File: src/rtl/opnd_prep_pkg.sv
package opnd_prep_pkg;

    localparam int DATA_W  = 32;
    localparam int IDX_W   = 5;
    localparam int FUNC_W  = 3;
    localparam int IMM_W   = 9;
    localparam int INSTR_W = 2 + FUNC_W + IDX_W + 2 + IDX_W + 1 + IDX_W + IMM_W;
    localparam int SH_W    = $clog2(DATA_W);

    typedef enum logic [1:0] {
        MODE_ARITH  = 2'd0,
        MODE_LOAD   = 2'd1,
        MODE_STORE  = 2'd2,
        MODE_BRANCH = 2'd3
    } mode_e;

    // Packed msb-first: mode sits in the top bits, immediate in the bottom.
    typedef struct packed {
        mode_e              mode;
        logic [FUNC_W-1:0]  func;
        logic [IDX_W-1:0]   xidx;
        logic               xinv;
        logic               xinc;
        logic [IDX_W-1:0]   yidx;
        logic               yinv;
        logic [IDX_W-1:0]   dest;
        logic [IMM_W-1:0]   imm;
    } instr_t;

    typedef struct packed {
        mode_e              mode;
        logic [FUNC_W-1:0]  func;
        logic [IDX_W-1:0]   dest;
        logic [DATA_W-1:0]  x;
        logic [DATA_W-1:0]  y;
        logic               taken;
    } stage_t;

    function automatic logic [DATA_W-1:0] cond_not(input logic [DATA_W-1:0] v,
                                                   input logic              en);
        return en ? ~v : v;
    endfunction

    function automatic logic [DATA_W-1:0] zext_imm(input logic [IMM_W-1:0] v);
        return {{(DATA_W-IMM_W){1'b0}}, v};
    endfunction

endpackage

File: src/rtl/opnd_prep_decode.sv
module opnd_prep_decode
    import opnd_prep_pkg::*;
(
    input  logic [INSTR_W-1:0] word_i,
    output instr_t             fld_o,
    output logic [IDX_W-1:0]   xra_o,
    output logic [IDX_W-1:0]   yra_o
);
    assign fld_o = instr_t'(word_i);
    assign xra_o = fld_o.xidx;
    assign yra_o = fld_o.yidx;
endmodule

File: src/rtl/opnd_prep_xunit.sv
module opnd_prep_xunit
    import opnd_prep_pkg::*;
(
    input  logic [IDX_W-1:0]  idx_i,
    input  logic              inv_i,
    input  logic              inc_i,
    input  logic [DATA_W-1:0] rdata_i,
    output logic [DATA_W-1:0] x_o
);
    logic [DATA_W-1:0] src;

    // Register 0 is hard-wired to zero on read.
    assign src = (idx_i == '0) ? '0 : rdata_i;
    assign x_o = cond_not(src, inv_i) + {{(DATA_W-1){1'b0}}, inc_i};

    always_comb begin
        if (idx_i == '0 && !inv_i && !inc_i)
            AST_XREG0_ZERO: assert (x_o == '0);
    end
endmodule

File: src/rtl/opnd_prep_yunit.sv
module opnd_prep_yunit
    import opnd_prep_pkg::*;
(
    input  logic [IDX_W-1:0]  idx_i,
    input  logic              inv_i,
    input  logic              store_i,
    input  logic [IMM_W-1:0]  imm_i,
    input  logic [DATA_W-1:0] rdata_i,
    output logic [DATA_W-1:0] y_o
);
    logic                  sel_imm;
    logic                  overshift;
    logic [DATA_W-1:0]     shv;
    logic [DATA_W-1:0]     stg [0:SH_W];

    assign sel_imm = (idx_i == '0) || store_i;

    // Logarithmic left shifter, one stage per shift-amount bit.
    assign stg[0] = rdata_i;
    for (genvar k = 0; k < SH_W; k++) begin : g_stage
        assign stg[k+1] = imm_i[k] ? (stg[k] << (2**k)) : stg[k];
    end

    // Any set bit above the shifter range means the value is shifted out.
    assign overshift = |imm_i[IMM_W-1:SH_W];
    assign shv       = overshift ? '0 : stg[SH_W];
    assign y_o       = sel_imm ? zext_imm(imm_i) : cond_not(shv, inv_i);

    always_comb begin
        if (!sel_imm && overshift)
            AST_BIG_SHIFT: assert (y_o == {DATA_W{inv_i}});
        if (sel_imm)
            AST_IMM_NARROW: assert (y_o[DATA_W-1:IMM_W] == '0);
    end
endmodule

File: src/rtl/opnd_prep_branch.sv
module opnd_prep_branch
    import opnd_prep_pkg::*;
(
    input  mode_e             mode_i,
    input  logic              sel_sign_i,
    input  logic [DATA_W-1:0] x_i,
    output logic              taken_o
);
    logic is_zero;
    logic non_neg;

    assign is_zero = (x_i == '0);
    assign non_neg = ~x_i[DATA_W-1];

    always_comb begin
        taken_o = 1'b0;
        if (mode_i == MODE_BRANCH)
            taken_o = sel_sign_i ? non_neg : is_zero;
    end
endmodule

File: src/rtl/opnd_prep.sv
module opnd_prep
    import opnd_prep_pkg::*;
(
    input  logic               clk,
    input  logic               rst,
    input  logic [31:0]        instr_i,
    input  logic [31:0]        xrd_i,
    input  logic [31:0]        yrd_i,
    output logic [4:0]         xra_o,
    output logic [4:0]         yra_o,
    output logic [31:0]        x_o,
    output logic [31:0]        y_o,
    output logic [1:0]         mode_o,
    output logic [2:0]         func_o,
    output logic [4:0]         dest_o,
    output logic               taken_o
);
    instr_t             fld;
    logic [DATA_W-1:0]  x_d;
    logic [DATA_W-1:0]  y_d;
    logic               taken_d;
    stage_t             nxt;
    stage_t             q;

    opnd_prep_decode u_dec (
        .word_i (instr_i),
        .fld_o  (fld),
        .xra_o  (xra_o),
        .yra_o  (yra_o)
    );

    opnd_prep_xunit u_x (
        .idx_i   (fld.xidx),
        .inv_i   (fld.xinv),
        .inc_i   (fld.xinc),
        .rdata_i (xrd_i),
        .x_o     (x_d)
    );

    opnd_prep_yunit u_y (
        .idx_i   (fld.yidx),
        .inv_i   (fld.yinv),
        .store_i (fld.mode == MODE_STORE),
        .imm_i   (fld.imm),
        .rdata_i (yrd_i),
        .y_o     (y_d)
    );

    opnd_prep_branch u_br (
        .mode_i     (fld.mode),
        .sel_sign_i (fld.func[0]),
        .x_i        (x_d),
        .taken_o    (taken_d)
    );

    always_comb begin
        nxt       = '0;
        nxt.mode  = fld.mode;
        nxt.func  = fld.func;
        nxt.dest  = fld.dest;
        nxt.x     = x_d;
        nxt.y     = y_d;
        nxt.taken = taken_d;
    end

    // Pipeline register; reset loads an arithmetic no-op.
    always_ff @(posedge clk) begin
        if (rst) q <= '0;
        else     q <= nxt;
    end

    assign x_o     = q.x;
    assign y_o     = q.y;
    assign mode_o  = q.mode;
    assign func_o  = q.func;
    assign dest_o  = q.dest;
    assign taken_o = q.taken;

    AST_RESET_NOOP: assert property (@(posedge clk)
        rst |=> (!taken_o && mode_o == 2'd0 && x_o == '0 && y_o == '0 && dest_o == '0));
    AST_TAKEN_BRANCH_ONLY: assert property (@(posedge clk) disable iff (rst)
        taken_o |-> (mode_o == 2'd3));
    AST_TAKEN_EQZ: assert property (@(posedge clk) disable iff (rst)
        (taken_o && !func_o[0]) |-> (x_o == '0));
    AST_TAKEN_SIGN: assert property (@(posedge clk) disable iff (rst)
        (taken_o && func_o[0]) |-> !x_o[31]);
    AST_STORE_IMM: assert property (@(posedge clk) disable iff (rst)
        (mode_o == 2'd2) |-> (y_o[31:9] == '0));
endmodule

File: config.mk
export PLATFORM = sky130hd
export DESIGN_NAME = opnd_prep
export DESIGN_NICKNAME = d
export VERILOG_FILES = /design/src/rtl/opnd_prep_pkg.sv /design/src/rtl/opnd_prep_decode.sv /design/src/rtl/opnd_prep_xunit.sv /design/src/rtl/opnd_prep_yunit.sv /design/src/rtl/opnd_prep_branch.sv /design/src/rtl/opnd_prep.sv
export SDC_FILE = /design/constraint.sdc
export NUM_CORES = 1
export LEC_CHECK = 0
export BUFFER_PORTS_ARGS = -buffer_cell sky130_fd_sc_hd__buf_2
export CAP_MARGIN = 20
export CORE_ASPECT_RATIO = 0.6
export CORE_MARGIN = 5
export CORE_UTILIZATION = 45
export CTS_CLUSTER_DIAMETER = 40
export DETAILED_ROUTE_END_ITERATION = 8
export PLACE_DENSITY = 0.71
export SLEW_MARGIN = 40
export SYNTH_ARGS = -nofsm -noshare
export SYNTH_HDL_FRONTEND = slang
export SYNTH_SLANG_ARGS = --single-unit
File: constraint.sdc
create_clock -name clk -period 6.45 [get_ports clk]
set_input_delay 1.29 -clock clk [delete_from_list [all_inputs] [get_ports clk]]
set_output_delay 1.29 -clock clk [all_outputs]
set_load 0.02 [all_outputs]
# After elaboration in Yosys (flattened, before gate mapping)
# Cells that the tools add are included.
dict set report totals {
  regBits 75
  inputBits 98
  out_inout_bits 85
  elab_cells 32
}
dict set report op_classes {
  add_sub_neg 1
  n_eq_ne 2
  muxes 11
  n_bitwise 4
  n_reduce_logical 7
}
# op n
set ops {}
lappend ops {{32-bit 2-to-1 mux} 9}
lappend ops {{32-bit NOT} 2}
lappend ops {{32-bit by 1-bit adder with 32-bit output} 1}
lappend ops {{32-bit zero test} 1}
lappend ops {{5-bit zero test} 2}
lappend ops {{9-bit 2-to-1 mux} 1}
lappend ops {{2-bit equality test, second input constant} 2}
lappend ops {{2-bit OR reduction} 2}
lappend ops {{4-bit OR reduction} 1}
lappend ops {{1-bit NOT} 2}
lappend ops {{1-bit logical OR} 1}
lappend ops {{1-bit 2-to-1 mux} 1}

# Depth between registers and ports, before layout
# Gate-level depths: netlist (run 1).
dict set report logic_depth {
  ltp_word 9
  mapped_depth 20
  mapped_depth_nobuf 14
}

# By module
# From an unflattened synthesis (run 1), not the netlist that was laid out.
dict set report hier_totals {
  cells_unflattened 823
  area_unflattened_um2 6965.4
}
# module n_inst cells_each area_per_inst_um2 seq_area_each_um2
set modules_own_cells {}
lappend modules_own_cells {opnd_prep_yunit 1 308 2538.7 0.0}
lappend modules_own_cells {opnd_prep 1 159 2054.5 1501.4}
lappend modules_own_cells {opnd_prep_xunit 1 302 1971.9 0.0}
lappend modules_own_cells {opnd_prep_decode 1 42 315.3 0.0}
lappend modules_own_cells {opnd_prep_branch 1 12 85.1 0.0}

# Least setup slack after synthesis (run 1)
# OpenSTA, ideal clock, no wires.
dict set report synth_timing {
  path_kind {input-to-reg}
  start {input instr_i[21]}
  end {register q (netlist bit taken_o)}
  setup_ns 0.084
  arrival_ns 5.781
  required_ns 6.366
  slack_ns 0.584
  path_stages 20
  n_path_buf 9
  cell_sequence {buf_4 > buf_2 > buf_2 > buf_2 > buf_2 > buf_2 > buf_1 > xnor2_1 > ha_1 > buf_6 > or3b_2 > o22ai_2 > a2bb2oi_4 > a21oi_4 > and4b_1 > buf_6 > xnor2_4 > mux2_4 > or4_1 > o31ai_2}
}
dict set report synth_via {
  elab_chain_cells 4
  word_cells_on_any_way 5
  cone_classes {1 x add/sub; 2 x mux; 1 x bitwise; 1 x reduce/logical}
}
# item line_no
set synth_rtl {}
lappend synth_rtl {{from (decl)} opnd_prep.sv:6} ;# input logic [31:0] instr_i,
lappend synth_rtl {{32-bit 2-to-1 mux (*)} opnd_prep_pkg.sv:41} ;# return en ? ~v : v;
lappend synth_rtl {{32-bit by 1-bit adder with 32-bit output (*)} opnd_prep_xunit.sv:14} ;# assign x_o = cond_not(src, inv_i) + {{(DATA_W-1){1'b0}}, inc_i};
lappend synth_rtl {{32-bit zero test or 1-bit NOT (tied branches)} {opnd_prep_branch.sv:12, opnd_prep_branch.sv:13}}
lappend synth_rtl {{1-bit 2-to-1 mux (*)} opnd_prep_branch.sv:18} ;# taken_o = sel_sign_i ? non_neg : is_zero;
lappend synth_rtl {{to (signal assigned)} opnd_prep.sv:69} ;# else q <= nxt;
lappend synth_rtl {{to (decl)} opnd_prep.sv:23} ;# stage_t q;
# Every way passes the cells marked *; elsewhere a longest branch is shown, timed or not.
# A chain may end at the register's enable or synchronous reset.

# Worst setup path after layout (run 1)
dict set report layout_timing {
  start {input instr_i[23]}
  end {register q (netlist bit taken_o)}
}
dict set report layout_via {
  elab_chain_cells 7
  word_cells_on_any_way 8
  cone_classes {1 x add/sub; 3 x mux; 2 x bitwise; 2 x reduce/logical}
}
# item line_no
set layout_rtl {}
lappend layout_rtl {{5-bit zero test (*)} -}
lappend layout_rtl {{32-bit 2-to-1 mux (*)} opnd_prep_xunit.sv:13} ;# assign src = (idx_i == '0) ? '0 : rdata_i;
lappend layout_rtl {{32-bit NOT} opnd_prep_pkg.sv:41}
lappend layout_rtl {{32-bit 2-to-1 mux (*)} opnd_prep_pkg.sv:41}
lappend layout_rtl {{32-bit by 1-bit adder with 32-bit output (*)} opnd_prep_xunit.sv:14}
lappend layout_rtl {{32-bit zero test or 1-bit NOT (tied branches)} {opnd_prep_branch.sv:12, opnd_prep_branch.sv:13}}
lappend layout_rtl {{1-bit 2-to-1 mux (*)} opnd_prep_branch.sv:18}
# Marks and branches as above.

==> results_dict.tcl, run 1 <==
set metrics [dict create \
    hpwlAfterDp_um 17420 \
    syn_to_final_growth_pct 17.28 \
    drc 0 \
    via_per_inst 5.916 \
    cts_tree "built" \
    drt_iter0_markers 797 \
    outcome "finished, final reports clean" \
    avgSynthCellArea_um2 7.784 \
    cap_violations 0 \
    antenna_cells 0 \
    async_flop_share 0 \
    yosysWarningCount 0 \
    cts_max_level 3 \
    rsz0062_at_grt "no" \
    grtUsageTotal 0.2591 \
    core_region_area_um2 13790 \
    path_max_fanout 10 \
    relSlewSlack 0.4371 \
    fp.dieH_um 102.5 \
    multi_input_area_um2 4467 \
    synthTopCellsByCount "nand2_1, nor2_1, dfxtp_1, xnor2_1, o21ai_0" \
    place_ws_ps 1054 \
    die_area_um2 16820 \
    peakVddDrop_mv 0.1335 \
    setup_violations 0 \
    num_io_pins 183 \
    clock_sinks 75 \
    synth_ff_type "dfxtp_1" \
    overflow 0 \
    hold_class "in -> reg" \
    clkTransAtPathRegs_ps 70 \
    synth_nets 924 \
    synth.cell_area_um2 6414 \
    ys_seq_area_frac 0.2341 \
    critPathLaunchType "input port" \
    synth_area_leaders "dfxtp_1, mux2i_1, xnor2_1" \
    postCtsSetupRepairBufs 0 \
    fin_cells 1139 \
    fin_crit_sh 0.8051 \
    worst_pin_slew_ps 844.4 \
    final_area_um2 7522 \
    power_mw 1.471 \
    fin_crit_ps 5193 \
    fillers 1360 \
    cp.required_ps 6690 \
    start_util 0.4651 \
    drt-pass1-iter-count 5 \
    synth-edff-count 0 \
    final-hold-violation-count 0 \
    synth.most_common_cell "nand2_1" \
    setup_tns_ps 0 \
    finalNetCount 1043 \
    grt_max_degree 53 \
    wl_per_cell_um 19.72 \
    synth_top_cell_area_share 0.2341 \
    ctsHoldBuffers 0 \
    synth_top_cell_by_area "dfxtp_1" \
    p_leak_nw 3.177 \
    cts_root_buf "clkbuf_16" \
    max-clock-path-buffers 2 \
    dp.cells 1124 \
    first_global_vias 5970 \
    place.gp.congestion 1.006 \
    fmax_mhz 192.6 \
    power_density_nw_per_um2 195.5 \
    grt_pass1_wl_um 34040 \
    die_w_um 164.1 \
    cts_made_buffers 9 \
    setup_ws_ps 1257 \
    dpl_cell_area_um2 7217 \
    drt_wl_total_um 22460 \
    drtAntennaViolNets 0 \
    port_buffers 182 \
    num_rows 33 \
    worst-setup-path-type "in -> reg" \
    drive_above_1_share 0.2682 \
    synth_cells 824 \
    vias 6738 \
    synth_seq_cells 75 \
    antenna_found_initial 0 \
    end_kind "flop" \
    post_cts_resized 0 \
    arrival_ps 5440 \
    seqCellArea_um2 1501 \
    final_max_slew_viol_count 0 \
    yosysUniqueCellTypes 87 \
]
state kept, by name, indices dropped and copies added (netlist names):
name,cells
dest_o,5
func_o,3
mode_o,2
taken_o,1
x_o,32
y_o,32
layout make-up:
| cell class | instances | share of cell area |
|---|---|---|
| Timing Repair Buffer | 189 | 0.1287 |
| Inverter | 12 | 0.005988 |
| Clock inverter | 5 | 0.008150 |
| Sequential cell | 75 | 0.1996 |
| Tap cell | 192 | 0.03194 |
| Multi-Input combinational cell | 656 | 0.5938 |
| Clock buffer | 10 | 0.03177 |
per-stage QoR:
step / hold WS, ps / utilization
after floorplan: 1373 / -
after global placement: 1501 / 0.5231
after detailed placement: 1512 / 0.5233
after CTS: 1166 / 0.5451
after global routing: 1181 / 0.5455
final: 1179 / 0.5455
logic make-up after synthesis:
logic type | after synthesis | share of synthesized area
AOI/OAI and AO/OA | 185 | 0.2045
xor gates and xnor gates | 74 | 0.1040
adders and majority gates | 2 | 0.003901
buffers and inverters | 93 | 0.06984
DFF | 75 | 0.2341
muxes | 65 | 0.1272
and+or+nand+nor | 330 | 0.2565
power breakdown:
part	internal (mW)	total, mW	switching (mW)
Sequential	0.497	0.505	0.00883
Clock	0.311	0.520	0.209
Combinational	0.159	0.445	0.286
Total	0.967	1.47	0.504
layout by cell type (no fill, tap or decap), types with 10 or more instances in the layout:
cell	n
buf_2	180
nand2_1	97
nor2_1	96
dfxtp_1	75
xnor2_1	47
o21ai_0	45
mux2i_1	44
a21oi_1	31
xor2_1	26
nor2b_1	21
a211oi_1	21
nand3_1	17
nor3_1	15
o22ai_1	14
or3_1	13
mux4_2	12
nor4_1	10
routing by layer:
layer | track usage | vias to the layer above | wire length (µm)
met1 | 0.4192 | 3060 | 10970
met5 | 0 | - | 0
met4 | 0.03479 | 0 | 148
met3 | 0.1076 | 17 | 3412
met2 | 0.3105 | 479 | 7937
li1 | - | 3182 | -
final timing paths:
path                     from        end  slack (ps)  cells after the start
setup / recovery  instr_i[23]    taken_o        1260                     15
hold / removal    instr_i[12]  dest_o[3]        1180                      2
critical path, cell delays in order:
cell       delay [ps]
buf_2             130
nor3_4            370
nand2_1           120
nand2_1           100
xnor2_1           160
ha_1              410
or4b_4            530
o22ai_2           250
o2bb2ai_1         340
nand4_1           350
nor3b_1           410
xor2_1            240
nand3_1            90
or3_1             450
o31ai_2           200
Power figures use the tool's default switching activity.
==> inputs of run 2 (changes only) <==
PLACE_DENSITY = 0.73   (was 0.71)
clock period = 4.7 ns   (was 6.45 ns; I/O delays follow)
==> run 2 against run 1 <==
Clock power increased by 33%. Cell count increased by 1.4%. Worst setup slack got worse by 880 ps. Critical path depth unchanged. Sequential share of layout area decreased by 0.48 points. Worst hold slack got worse by 380 ps. Non-clock buffer count increased by 16. Wire length increased by 1.3%. Flip-flop and latch count unchanged. Critical endpoint unchanged. Largest power group is now registers.
==> results_dict.tcl, run 2 (synthesis results as in run 1) <==
set metrics [dict create \
    drt-pass1-iter-count 5 \
    antenna_cells 0 \
    ctsHoldBuffers 0 \
    cap_violations 0 \
    num_io_pins 183 \
    num_rows 33 \
    port_buffers 182 \
    final_common_cell "buf_2" \
    worst_pin_slew_ps 809.8 \
    setup_violations 0 \
    cts_made_buffers 9 \
    grt_pass1_wl_um 33890 \
    clock_sinks 75 \
    drive_above_1_share 0.2856 \
    power_mw 2.009 \
    drt_wl_total_um 22760 \
    core_region_area_um2 13790 \
    finish.utilization 0.5589 \
    relSlewSlack 0.4601 \
    fp.dieH_um 102.5 \
    fmax_mhz 231.4 \
    drt_iter0_markers 743 \
    clkTransAtPathRegs_ps 60 \
    layout_common_cells "buf_2, nor2_1, nand2_1" \
    final-hold-violation-count 0 \
    finalNetCount 1059 \
    cts_tree "built" \
    wl_per_cell_um 19.71 \
    arrival_ps 4560 \
    fillers 1339 \
    drc 0 \
    first_global_vias 5863 \
    cp.required_ps 4940 \
    syn_to_final_growth_pct 20.17 \
    max-clock-path-buffers 2 \
    fin_crit_ps 4321 \
    fin_crit_sh 0.9194 \
    vias 6737 \
    end_kind "flop" \
    hold_class "in -> reg" \
    drtAntennaViolNets 0 \
    grtUsageTotal 0.2600 \
    rsz0062_at_grt "no" \
    hpwlAfterDp_um 17670 \
    worst-setup-path-type "in -> reg" \
    path_max_fanout 10 \
    post_cts_resized 0 \
    cts_root_buf "clkbuf_16" \
    start_util 0.4651 \
    grt_max_degree 52 \
    power_density_nw_per_um2 260.7 \
    antenna_found_initial 0 \
    p_leak_nw 3.275 \
    cts_max_level 3 \
    critPathLaunchType "input port" \
    place.gp.congestion 0.9861 \
    die_w_um 164.1 \
    die_area_um2 16820 \
    outcome "finished, final reports clean" \
    peakVddDrop_mv 0.2002 \
    via_per_inst 5.833 \
    overflow 0 \
    postCtsSetupRepairBufs 0 \
    final_max_slew_viol_count 0 \
]
-- run 2: stage by stage --
stage	setup slack, ps	hold WS [ps]	setup TNS (ps)	std cells	area (µm²)
floorplan	-204.1	1023	-204.1	824	6528
global placement	202.9	1140	0	1140	7412
detailed placement	63.48	1139	0	1140	7412
CTS	402.8	794.5	0	1155	7702
global route	173.8	801.8	0	1155	7707
finish	378.9	803.1	0	1155	7707
-- run 2: final timing paths --
check         from        end  slack (ps)  cells past startpoint
max    instr_i[25]    taken_o         380                     15
min            rst  mode_o[0]         800                      2
-- run 2: power by group --
group	internal (mW)	leakage [nW]	switching [mW]
registers	0.682	0.624	0.0117
logic	0.228	2.51	0.398
clock network	0.409	0.142	0.280
total	1.32	3.28	0.690
-- run 2: area by class of cell --
type / count / area [µm²] / share of cell area
Multi-Input combinational cell: 656 / 4517 / 0.5860
Sequential cell: 75 / 1501 / 0.1948
Timing Repair Buffer: 205 / 1114 / 0.1445
Tap cell: 192 / 240.2 / 0.03117
Clock buffer: 9 / 225.2 / 0.02922
Clock inverter: 6 / 65.06 / 0.008442
Inverter: 12 / 45.04 / 0.005844
-- run 2: worst max-delay path: stages --
cell and delay, ps:
buf_2 120, nor3_4 210, nand2_2 110, nand2_4 70, xnor2_2 120, ha_2 330
or4b_4 520, o22ai_4 220, a2bb2oi_4 170, a21oi_4 200, and4b_1 430, xnor2_4 170
mux2_4 330, or4_4 420, o31ai_2 190
-- run 2: metal layers --
layer,track usage,routed length (µm),vias up,part of all wire
met3,0.09029,3258,10,0.14
met5,0,0,-,0
met1,0.4265,11250,3102,0.49
met2,0.3155,8136,420,0.36
met4,0.03930,115,0,0.0051
li1,-,-,3205,-
